### src/rtl/mcd_pkg.sv
package mcd_pkg;
  localparam int ADDR_W   = 64;
  localparam int GRP_MAX  = 64;
  localparam int GRP_W    = $clog2(GRP_MAX);
  localparam int SIZE_W   = 6;
  localparam int SEL_W    = 3;

  localparam logic [SEL_W-1:0] SEL_CTRL = 3'd0;
  localparam logic [SEL_W-1:0] SEL_BASE = 3'd1;
  localparam logic [SEL_W-1:0] SEL_RCV  = 3'd2;
  localparam logic [SEL_W-1:0] SEL_BALL = 3'd3;
  localparam logic [SEL_W-1:0] SEL_BUNT = 3'd4;
  localparam logic [SEL_W-1:0] SEL_OVL  = 3'd5;

  localparam int CTRL_EN_BIT = 31;
  localparam int CTRL_CNT_LO = 16;
  localparam int BASE_LO     = 12;
  localparam int MIN_IDX     = 12;
  localparam int MIN_OVL     = 6;

  // Group number of an address relative to a window base; wide result.
  function automatic logic [ADDR_W-1:0] grp_index(input logic [ADDR_W-1:0] a,
                                                  input logic [ADDR_W-1:0] b,
                                                  input logic [SIZE_W-1:0] sh);
    logic [ADDR_W-1:0] diff;
    diff = a - b;
    return diff >> sh;
  endfunction

  // Keep the low 'sz' bits of a, take the rest from r.
  function automatic logic [ADDR_W-1:0] ovl_splice(input logic [ADDR_W-1:0] a,
                                                   input logic [ADDR_W-1:0] r,
                                                   input logic [SIZE_W-1:0] sz);
    logic [ADDR_W-1:0] keep;
    keep = ({{(ADDR_W-1){1'b0}}, 1'b1} << sz) - 1'b1;
    return (a & keep) | (r & ~keep);
  endfunction
endpackage

### src/rtl/mcd_regs.sv
module mcd_regs
  import mcd_pkg::*;
(
  input  logic                   clk,
  input  logic                   rst_n,
  input  logic                   cfg_we,
  input  logic [SEL_W-1:0]       cfg_sel,
  input  logic [ADDR_W-1:0]      cfg_wdata,
  output logic                   cfg_enable,
  output logic [GRP_W-1:0]       grp_last,
  output logic [ADDR_W-1:0]      base_addr,
  output logic [SIZE_W-1:0]      idx_pos,
  output logic [GRP_MAX-1:0]     rcv_mask,
  output logic [GRP_MAX-1:0]     ball_mask,
  output logic [GRP_MAX-1:0]     bunt_mask,
  output logic [SIZE_W-1:0]      ovl_size,
  output logic [ADDR_W-1:0]      ovl_addr
);
  always_ff @(posedge clk) begin
    if (!rst_n) begin
      cfg_enable <= 1'b0;
      grp_last   <= '0;
      base_addr  <= '0;
      idx_pos    <= '0;
      rcv_mask   <= '0;
      ball_mask  <= '0;
      bunt_mask  <= '0;
      ovl_size   <= '0;
      ovl_addr   <= '0;
    end else if (cfg_we) begin
      case (cfg_sel)
        SEL_CTRL: begin
          cfg_enable <= cfg_wdata[CTRL_EN_BIT];
          grp_last   <= cfg_wdata[CTRL_CNT_LO +: GRP_W];
        end
        SEL_BASE: begin
          base_addr <= {cfg_wdata[ADDR_W-1:BASE_LO], {BASE_LO{1'b0}}};
          idx_pos   <= cfg_wdata[SIZE_W-1:0];
        end
        SEL_RCV:  rcv_mask  <= cfg_wdata[GRP_MAX-1:0];
        SEL_BALL: ball_mask <= cfg_wdata[GRP_MAX-1:0];
        SEL_BUNT: bunt_mask <= cfg_wdata[GRP_MAX-1:0];
        SEL_OVL: begin
          ovl_size <= cfg_wdata[SIZE_W-1:0];
          ovl_addr <= {cfg_wdata[ADDR_W-1:MIN_OVL], {MIN_OVL{1'b0}}};
        end
        default: ;
      endcase
    end
  end
endmodule

### src/rtl/mcd_match.sv
module mcd_match
  import mcd_pkg::*;
(
  input  logic                   cfg_enable,
  input  logic [GRP_W-1:0]       grp_last,
  input  logic [ADDR_W-1:0]      base_addr,
  input  logic [SIZE_W-1:0]      idx_pos,
  input  logic [ADDR_W-1:0]      addr,
  input  logic                   is_write,
  output logic                   hit,
  output logic [GRP_W-1:0]       group
);
  logic              idx_ok;
  logic              above;
  logic [ADDR_W-1:0] gnum;
  logic              in_count;

  always_comb begin
    idx_ok   = (idx_pos >= SIZE_W'(MIN_IDX));
    above    = (addr >= base_addr);
    gnum     = grp_index(addr, base_addr, idx_pos);
    in_count = (gnum <= ADDR_W'(grp_last));
    hit      = cfg_enable && is_write && idx_ok && above && in_count;
    group    = hit ? gnum[GRP_W-1:0] : '0;
  end
endmodule

### src/rtl/mcd_filter.sv
module mcd_filter
  import mcd_pkg::*;
(
  input  logic                   hit,
  input  logic [GRP_W-1:0]       group,
  input  logic                   translated,
  input  logic                   uc_route,
  input  logic [GRP_MAX-1:0]     rcv_mask,
  input  logic [GRP_MAX-1:0]     ball_mask,
  input  logic [GRP_MAX-1:0]     bunt_mask,
  input  logic [ADDR_W-1:0]      addr,
  input  logic [SIZE_W-1:0]      ovl_size,
  input  logic [ADDR_W-1:0]      ovl_addr,
  output logic                   fwd,
  output logic [ADDR_W-1:0]      addr_out
);
  logic want, blocked_all, blocked_unt, ovl_on;

  always_comb begin
    want        = rcv_mask[group];
    blocked_all = ball_mask[group];
    blocked_unt = bunt_mask[group] && !translated;
    fwd         = hit ? (want && !blocked_all && !blocked_unt) : uc_route;
    ovl_on      = hit && (ovl_size >= SIZE_W'(MIN_OVL));
    addr_out    = ovl_on ? ovl_splice(addr, ovl_addr, ovl_size) : addr;
  end
endmodule

### src/rtl/mc_group_decoder.sv
module mc_group_decoder
  import mcd_pkg::*;
(
  input  logic               clk,
  input  logic               rst_n,
  input  logic               cfg_we,
  input  logic [2:0]         cfg_sel,
  input  logic [63:0]        cfg_wdata,
  input  logic               hdr_valid,
  input  logic [63:0]        hdr_addr,
  input  logic               hdr_write,
  input  logic               hdr_translated,
  input  logic               uc_route,
  output logic               out_valid,
  output logic               out_hit,
  output logic [5:0]         out_group,
  output logic               out_fwd,
  output logic [63:0]        out_addr
);
  logic               cfg_enable;
  logic [GRP_W-1:0]   grp_last;
  logic [ADDR_W-1:0]  base_addr;
  logic [SIZE_W-1:0]  idx_pos;
  logic [GRP_MAX-1:0] rcv_mask, ball_mask, bunt_mask;
  logic [SIZE_W-1:0]  ovl_size;
  logic [ADDR_W-1:0]  ovl_addr;

  logic               dec_hit;
  logic [GRP_W-1:0]   dec_group;
  logic               dec_fwd;
  logic [ADDR_W-1:0]  dec_addr;

  mcd_regs regs_i (
    .clk(clk), .rst_n(rst_n), .cfg_we(cfg_we), .cfg_sel(cfg_sel),
    .cfg_wdata(cfg_wdata), .cfg_enable(cfg_enable), .grp_last(grp_last),
    .base_addr(base_addr), .idx_pos(idx_pos), .rcv_mask(rcv_mask),
    .ball_mask(ball_mask), .bunt_mask(bunt_mask), .ovl_size(ovl_size),
    .ovl_addr(ovl_addr)
  );

  mcd_match match_i (
    .cfg_enable(cfg_enable), .grp_last(grp_last), .base_addr(base_addr),
    .idx_pos(idx_pos), .addr(hdr_addr), .is_write(hdr_write),
    .hit(dec_hit), .group(dec_group)
  );

  mcd_filter filt_i (
    .hit(dec_hit), .group(dec_group), .translated(hdr_translated),
    .uc_route(uc_route), .rcv_mask(rcv_mask), .ball_mask(ball_mask),
    .bunt_mask(bunt_mask), .addr(hdr_addr), .ovl_size(ovl_size),
    .ovl_addr(ovl_addr), .fwd(dec_fwd), .addr_out(dec_addr)
  );

  always_ff @(posedge clk) begin
    if (!rst_n) begin
      out_valid <= 1'b0;
      out_hit   <= 1'b0;
      out_group <= '0;
      out_fwd   <= 1'b0;
      out_addr  <= '0;
    end else begin
      out_valid <= hdr_valid;
      if (hdr_valid) begin
        out_hit   <= dec_hit;
        out_group <= dec_group;
        out_fwd   <= dec_fwd;
        out_addr  <= dec_addr;
      end
    end
  end
endmodule

### config.mk
export PLATFORM = sky130hd
export DESIGN_NAME = mc_group_decoder
export DESIGN_NICKNAME = d
export VERILOG_FILES = /design/src/rtl/mcd_pkg.sv /design/src/rtl/mcd_regs.sv /design/src/rtl/mcd_match.sv /design/src/rtl/mcd_filter.sv /design/src/rtl/mc_group_decoder.sv
export SDC_FILE = /design/constraint.sdc
export NUM_CORES = 1
export LEC_CHECK = 0
export BUFFER_PORTS_ARGS = -buffer_cell sky130_fd_sc_hd__buf_4
export CAP_MARGIN = 25
export CORE_ASPECT_RATIO = 0.5
export CORE_MARGIN = 3
export CORE_UTILIZATION = 40
export CTS_BUF_LIST = sky130_fd_sc_hd__clkbuf_4 sky130_fd_sc_hd__clkbuf_8
export DETAILED_ROUTE_END_ITERATION = 10
export PLACE_DENSITY = 0.65
export SLEW_MARGIN = 20
export SYNTH_ARGS = -nofsm -noshare
export SYNTH_HDL_FRONTEND = slang
export SYNTH_HIERARCHICAL = 1
export SYNTH_SLANG_ARGS = --single-unit
### constraint.sdc
create_clock -name clk -period 14.4 [get_ports clk]
set_clock_uncertainty 0.15 [all_clocks]
set_input_delay 2.88 -clock clk [delete_from_list [all_inputs] [get_ports clk]]
set_output_delay 2.88 -clock clk [all_outputs]
set_load 0.02 [all_outputs]
==> impl_metrics.yaml, run 1 <==
clock_network:
  clk_pin_slew_ps: 60
  cts_post_setup_buffers_inserted: 0
  cts_tree: "done"
  cts-buffers-inserted: 59
  cts_resized: 0
  cts_buffer_depth: 3
  post_cts_hold_buffer_count: 0
  cts.htree.levels: 2
  cts_root_buf: "sky130_fd_sc_hd__clkbuf_8"
  clock_sink_count: 394
  insertion_delay_to_the_later_sink_of_the_worst_skew_pair_ps: 680
outcome:
  outcome: "finished clean"
final_layout:
  final_non_filler_cells: 4522
  nets: 3736
  post-route-cell-area_um2: 31600
  proportion_of_layout_cells_with_a_drive_suffix_above_1_pct: 14.7
  area.growth.synth_to_final_pct: 10.7
timing:
  slew_headroom_pct: 25.3
  timing_hold_violations_final: 0
  final-max-slew-violation-count: 0
  rsz0062_at_grt: "no"
  timing.final.setup_violations: 0
  clock.fmax_ghz: 0.0855
  worst-slew-pin-transition_ps: 1120
  final_min_period_over_clock_period_pct: 81.2
  fin_tns_setup_ps: 0
  timing.final.crit_period_ps: 11690
critical_path:
  cp_data_arrival_time_ps: 12130
  timing.critical_path.from_type: "input pin"
  worst_path_most_repeated_cell: "sky130_fd_sc_hd__a21oi_1"
  crit_path_capture_type: "flip-flop"
  worst_ep_required_time_ps: 14840
  critical_path_class: "in2reg"
  crit_slowest_cell: "sky130_fd_sc_hd__nor3_4"
  worstPathMaxFanout: 17
  reg2reg_depth: 33
  timing.critical_path.slowest_cell_delay_ps: 820
global_routing:
  groute.usage.overall_pct: 29.6
  antenna_found_initial: 6
  first_pass_grt_wire_length_um: 170000
  grt_pass1_vias: 26100
  grt-ovfl-total: 0
  maximum_number_of_pins_on_one_net_before_global_route_repair: 259
power_and_ir_drop:
  vdd_drop_max_v: 0.0000686
  power-per-cell-area_nw_per_um2: 91.3
  pnr_total_power_mw: 2.88
  p_leak_nw: 13.2
die:
  floorplan.initialDensity_pct: 40.9
  row_count: 68
  floorplan.die_area_um2: 74700
  die_width_um: 384
  die_height_um: 195
  standard_cell_core_area_um2: 69800
  top_level_pins: 211
hold_path:
  hold_path.class: "reg2reg"
  hold_path_depth: 2
routing:
  routed-via-count: 27900
  drc: 0
  average_detailed_routed_wire_length_per_instance_um: 25.7
  antenna_violating_nets_post_route: 0
  routed_wire_length_um: 116000
  drt-initial-drc-count: 3472
  detailedRoute.firstPassIterationCount: 6
  viasPerCell: 6.17
synth:
  synthesis.area_um2: 28500
  yosys_warnings: 6
  syn-mean-instance-area_um2: 8.21
  syn_inst: 3472
placed_design:
  post-dp-hpwl_um: 90300
  placed_cells: 4409
  buffer_ports.inserted: 210
  total_cell_area_at_the_placement_stage_um2: 30200
  gp_routability_congestion: 1.04
job:
  maxCapViolations: 0
==> area by class of cell <==
cell class / count / area, um2
inverter: 103 / 387
tap: 945 / 1180
clock buffer: 99 / 1250
clock inverter: 11 / 80.1
sequential: 394 / 7890
fill: 6898 / 38200
multi-input combinational: 2718 / 18900
timing repair buffer: 249 / 1890
antenna: 3 / 7.51
==> power by group <==
group / leakage, nW / internal [mW] / switching (mW) / total (mW)
clock: 0.708 / 0.549 / 0.460 / 1.01
combinational: 9.28 / 0.256 / 0.473 / 0.729
sequential: 3.20 / 1.12 / 0.0210 / 1.14
total: 13.2 / 1.93 / 0.954 / 2.88
==> path summary, 6_finish.rpt <==
kind                                             to  slack (ps)            startpoint
worst max-delay path                        out_fwd        2710          hdr_addr[32]
worst min-delay path            regs_i/rcv_mask[31]         310   regs_i/rcv_mask[31]
worst max register to register              out_fwd        4610  regs_i/base_addr[34]
worst min register to register  regs_i/rcv_mask[31]         310   regs_i/rcv_mask[31]
==> state kept, by name, summed over array words and instances, names as in the netlist <==
| name | cells |
|---|---|
| regs_i/idx_pos | 6 |
| regs_i/ovl_size | 6 |
| regs_i/grp_last | 6 |
| regs_i/cfg_enable | 1 |
| out_group | 6 |
| out_hit | 1 |
| out_valid | 1 |
| regs_i/bunt_mask | 64 |
| regs_i/rcv_mask | 64 |
| regs_i/ovl_addr | 58 |
| regs_i/ball_mask | 64 |
| out_addr | 64 |
| out_fwd | 1 |
| regs_i/base_addr | 52 |
==> critical path: cells and delay by family <==
family          cells  cell delay, ps
compound gates     19            5180
xor+xnor            1             270
fa+ha+maj           2             860
buf+inv             2             480
mux                 3             820
simple gates        6            1640
==> layout by cell type, fill, tap and decap left out, types with 19 or more instances in the layout <==
cell,n
sky130_fd_sc_hd__o211ai_1,43
sky130_fd_sc_hd__and4_1,23
sky130_fd_sc_hd__nand4_1,68
sky130_fd_sc_hd__nand2_1,610
sky130_fd_sc_hd__inv_1,97
sky130_fd_sc_hd__a21oi_1,168
sky130_fd_sc_hd__and3_1,19
sky130_fd_sc_hd__mux4_2,23
sky130_fd_sc_hd__nand3_1,68
sky130_fd_sc_hd__clkbuf_8,81
sky130_fd_sc_hd__nor2b_1,83
sky130_fd_sc_hd__a211oi_1,41
sky130_fd_sc_hd__dfxtp_1,391
sky130_fd_sc_hd__nor4_1,19
sky130_fd_sc_hd__xnor2_1,23
sky130_fd_sc_hd__o21a_1,28
sky130_fd_sc_hd__nor3_1,61
sky130_fd_sc_hd__mux2_2,64
sky130_fd_sc_hd__nor2_1,167
sky130_fd_sc_hd__buf_4,247
sky130_fd_sc_hd__mux2i_1,448
sky130_fd_sc_hd__ha_1,72
sky130_fd_sc_hd__o221ai_1,32
sky130_fd_sc_hd__a21o_1,31
sky130_fd_sc_hd__o21ai_0,134
sky130_fd_sc_hd__xor2_1,27
sky130_fd_sc_hd__and2_1,25
sky130_fd_sc_hd__or3_1,22
sky130_fd_sc_hd__nand2b_1,37
==> layer usage <==
layer | track usage (%) | vias to the layer above | routed length, um
li1 | - | 12800 | -
met1 | 43.6 | 13700 | 54000
met2 | 44.1 | 1266 | 49400
met3 | 5.67 | 160 | 10000
met4 | 7.06 | 2 | 2630
met5 | 0 | - | 13
==> stage by stage <==
stage	setup WS (ps)	util [%]	hold slack, ps
4_1_cts	3020	45.2	307
5_1_grt	2290	45.2	322
3_5_place_dp	2330	43.3	297
2_1_floorplan	4820	-	279
3_3_place_gp	2160	43.3	288
6_report	2710	45.2	307
No activity file was read; power rests on OpenSTA's default activity.
==> run 2, diff against run 1 <==
==> constraint.sdc (replaced) <==
create_clock -name clk -period 12.2 [get_ports clk]
set_clock_uncertainty 0.15 [all_clocks]
set_input_delay 2.44 -clock clk [delete_from_list [all_inputs] [get_ports clk]]
set_output_delay 2.44 -clock clk [all_outputs]
set_load 0.02 [all_outputs]
==> run 2 against run 1 <==
  * Sequential cell count unchanged
  * Combinational power grew 19%
  * First-iteration DRC count down 0.43%
  * Via count fell by 0.30%
  * Wire length is 1.2% lower
  * Non-clock buffer count is 23 higher
  * Cell area grew 0.74%
  * Power increased by 19%
  * Worst hold slack got worse by 2.0 ps
  * Critical path depth unchanged
  * Critical endpoint unchanged
==> impl_metrics.yaml, run 2 (synthesized netlist as in run 1, its figures left out) <==
placed_design:
  buffer_ports.inserted: 210
  total_cell_area_at_the_placement_stage_um2: 30400
  gp_routability_congestion: 0.976
  post-dp-hpwl_um: 90100
critical_path:
  cp_data_arrival_time_ps: 11320
  critical_path_class: "in2reg"
  crit_path_capture_type: "flip-flop"
  worst_ep_required_time_ps: 12660
  worst_path_most_repeated_cell: "sky130_fd_sc_hd__a21oi_1"
  crit_slowest_cell: "sky130_fd_sc_hd__a21oi_1"
  timing.critical_path.from_type: "input pin"
  worstPathMaxFanout: 17
  regToRegSetupSlack_ps: 2800
  timing.critical_path.slowest_cell_delay_ps: 860
die:
  die_height_um: 195
  floorplan.die_area_um2: 74700
  die_width_um: 384
  row_count: 68
  top_level_pins: 211
  standard_cell_core_area_um2: 69800
  floorplan.initialDensity_pct: 40.9
timing:
  timing.final.setup_violations: 0
  rsz0062_at_grt: "no"
  slew_headroom_pct: 24.5
  timing_hold_violations_final: 0
  final_min_period_over_clock_period_pct: 89.0
  worst_hold_margin_ps: 305
  clock.fmax_ghz: 0.0921
  timing.final.crit_period_ps: 10860
  worst-slew-pin-transition_ps: 1130
  fin_tns_setup_ps: 0
  final-max-slew-violation-count: 0
clock_network:
  cts_buffer_depth: 3
  cts_post_setup_buffers_inserted: 0
  cts_tree: "done"
  cts_resized: 0
  clock_sink_count: 394
  cts_root_buf: "sky130_fd_sc_hd__clkbuf_8"
  clk_pin_slew_ps: 70
  insertion_delay_to_the_later_sink_of_the_worst_skew_pair_ps: 680
  post_cts_hold_buffer_count: 0
  cts.htree.levels: 2
  cts-buffers-inserted: 59
power_and_ir_drop:
  net-switching-power_mw: 1.14
  pnr_total_power_mw: 3.43
  relative_contribution_of_combinational_cells_to_total_power_pct: 25.4
  clock_power_share_pct: 35.4
  power.share.sequential_pct: 39.3
  power_switching_share_pct: 33.3
  p_leak_nw: 13.3
  p_int_mw: 2.29
  vdd_drop_max_v: 0.0000896
  power-per-cell-area_nw_per_um2: 108
final_layout:
  fillers: 6887
  nets: 3759
  area.growth.synth_to_final_pct: 11.5
  layout.cells.most_common_list: "sky130_fd_sc_hd__nand2_1, sky130_fd_sc_hd__mux2i_1, sky130_fd_sc_hd__dfxtp_1, sky130_fd_sc_hd__buf_4"
  layout.cells.most_common: "sky130_fd_sc_hd__nand2_1"
  sequential_standard_cell_area_um2: 7890
  area_of_combinational_cells_with_multiple_inputs_um2: 18900
  post-route-cell-area_um2: 31800
  proportion_of_layout_cells_with_a_drive_suffix_above_1_pct: 15.3
global_routing:
  maximum_number_of_pins_on_one_net_before_global_route_repair: 195
  grt-ovfl-total: 0
  first_pass_grt_wire_length_um: 169000
  grt_pass1_vias: 26200
  antenna_found_initial: 7
  groute.usage.overall_pct: 29.3
routing:
  routed_wire_length_um: 115000
  drt-initial-drc-count: 3457
  viasPerCell: 6.12
  detailedRoute.firstPassIterationCount: 6
  average_detailed_routed_wire_length_per_instance_um: 25.3
  drc: 0
  routed-via-count: 27800
  antenna_violating_nets_post_route: 0
job:
  maxCapViolations: 0
hold_path:
  hold_path.class: "reg2reg"
outcome:
  outcome: "finished clean"
-- run 2: worst max-delay path: cells and delay by family --
family,cells,cell delay (ps)
adder cells (fa/ha/maj),2,840
AO/OA/AOI/OAI,16,4930
buffers and inverters,2,460
AND/OR/NAND/NOR,11,2270
multiplexers,2,340
-- run 2: metal layers --
metal | global-route usage, % | vias up | share of wire, %
li1 | - | 12800 | -
met1 | 43.3 | 13600 | 46
met2 | 43.7 | 1262 | 42
met3 | 4.67 | 169 | 8.5
met4 | 7.81 | 0 | 2.6
met5 | 0 | - | 0
-- run 2: area by class of cell --
cell class	count	share of cell area, %
repair buffers	272	6.59
diodes	3	0.0236
flip-flops and latches	394	24.8
clock buffers	94	3.83
well taps	945	3.72
multi-input cells	2718	59.4
clock inverters	15	0.425
inverters	103	1.22
-- run 2: metrics by stage --
step | setup WS (ps) | util [%] | cells
after floorplan | 3060 | - | 3486
after global placement | 1120 | 43.6 | 4431
after detailed placement | 980 | 43.6 | 4431
after CTS | 1660 | 45.5 | 4540
after global routing | 738 | 45.6 | 4542
final | 1340 | 45.6 | 4544
-- run 2: path summary, 6_finish.rpt --
path / start / endpoint / depth (start not counted)
worst max register to register: regs_i/base_addr[33] / out_fwd / 33
worst min-delay path: regs_i/ball_mask[8] / regs_i/ball_mask[8] / 2
worst min register to register: regs_i/ball_mask[8] / regs_i/ball_mask[8] / 2
worst max-delay path: hdr_addr[33] / out_fwd / 33
-- run 2: power groups by stage --
stage | clock [mW] | sequential, mW | combinational (mW)
final | 1.21 | 1.35 | 0.871
after global routing | 1.29 | 1.35 | 0.923
after CTS | 1.23 | 1.35 | 0.839
after detailed placement | 0 | 1.38 | 0.836
after global placement | 0 | 1.37 | 0.836
after floorplan | 0 | 1.38 | 0.539
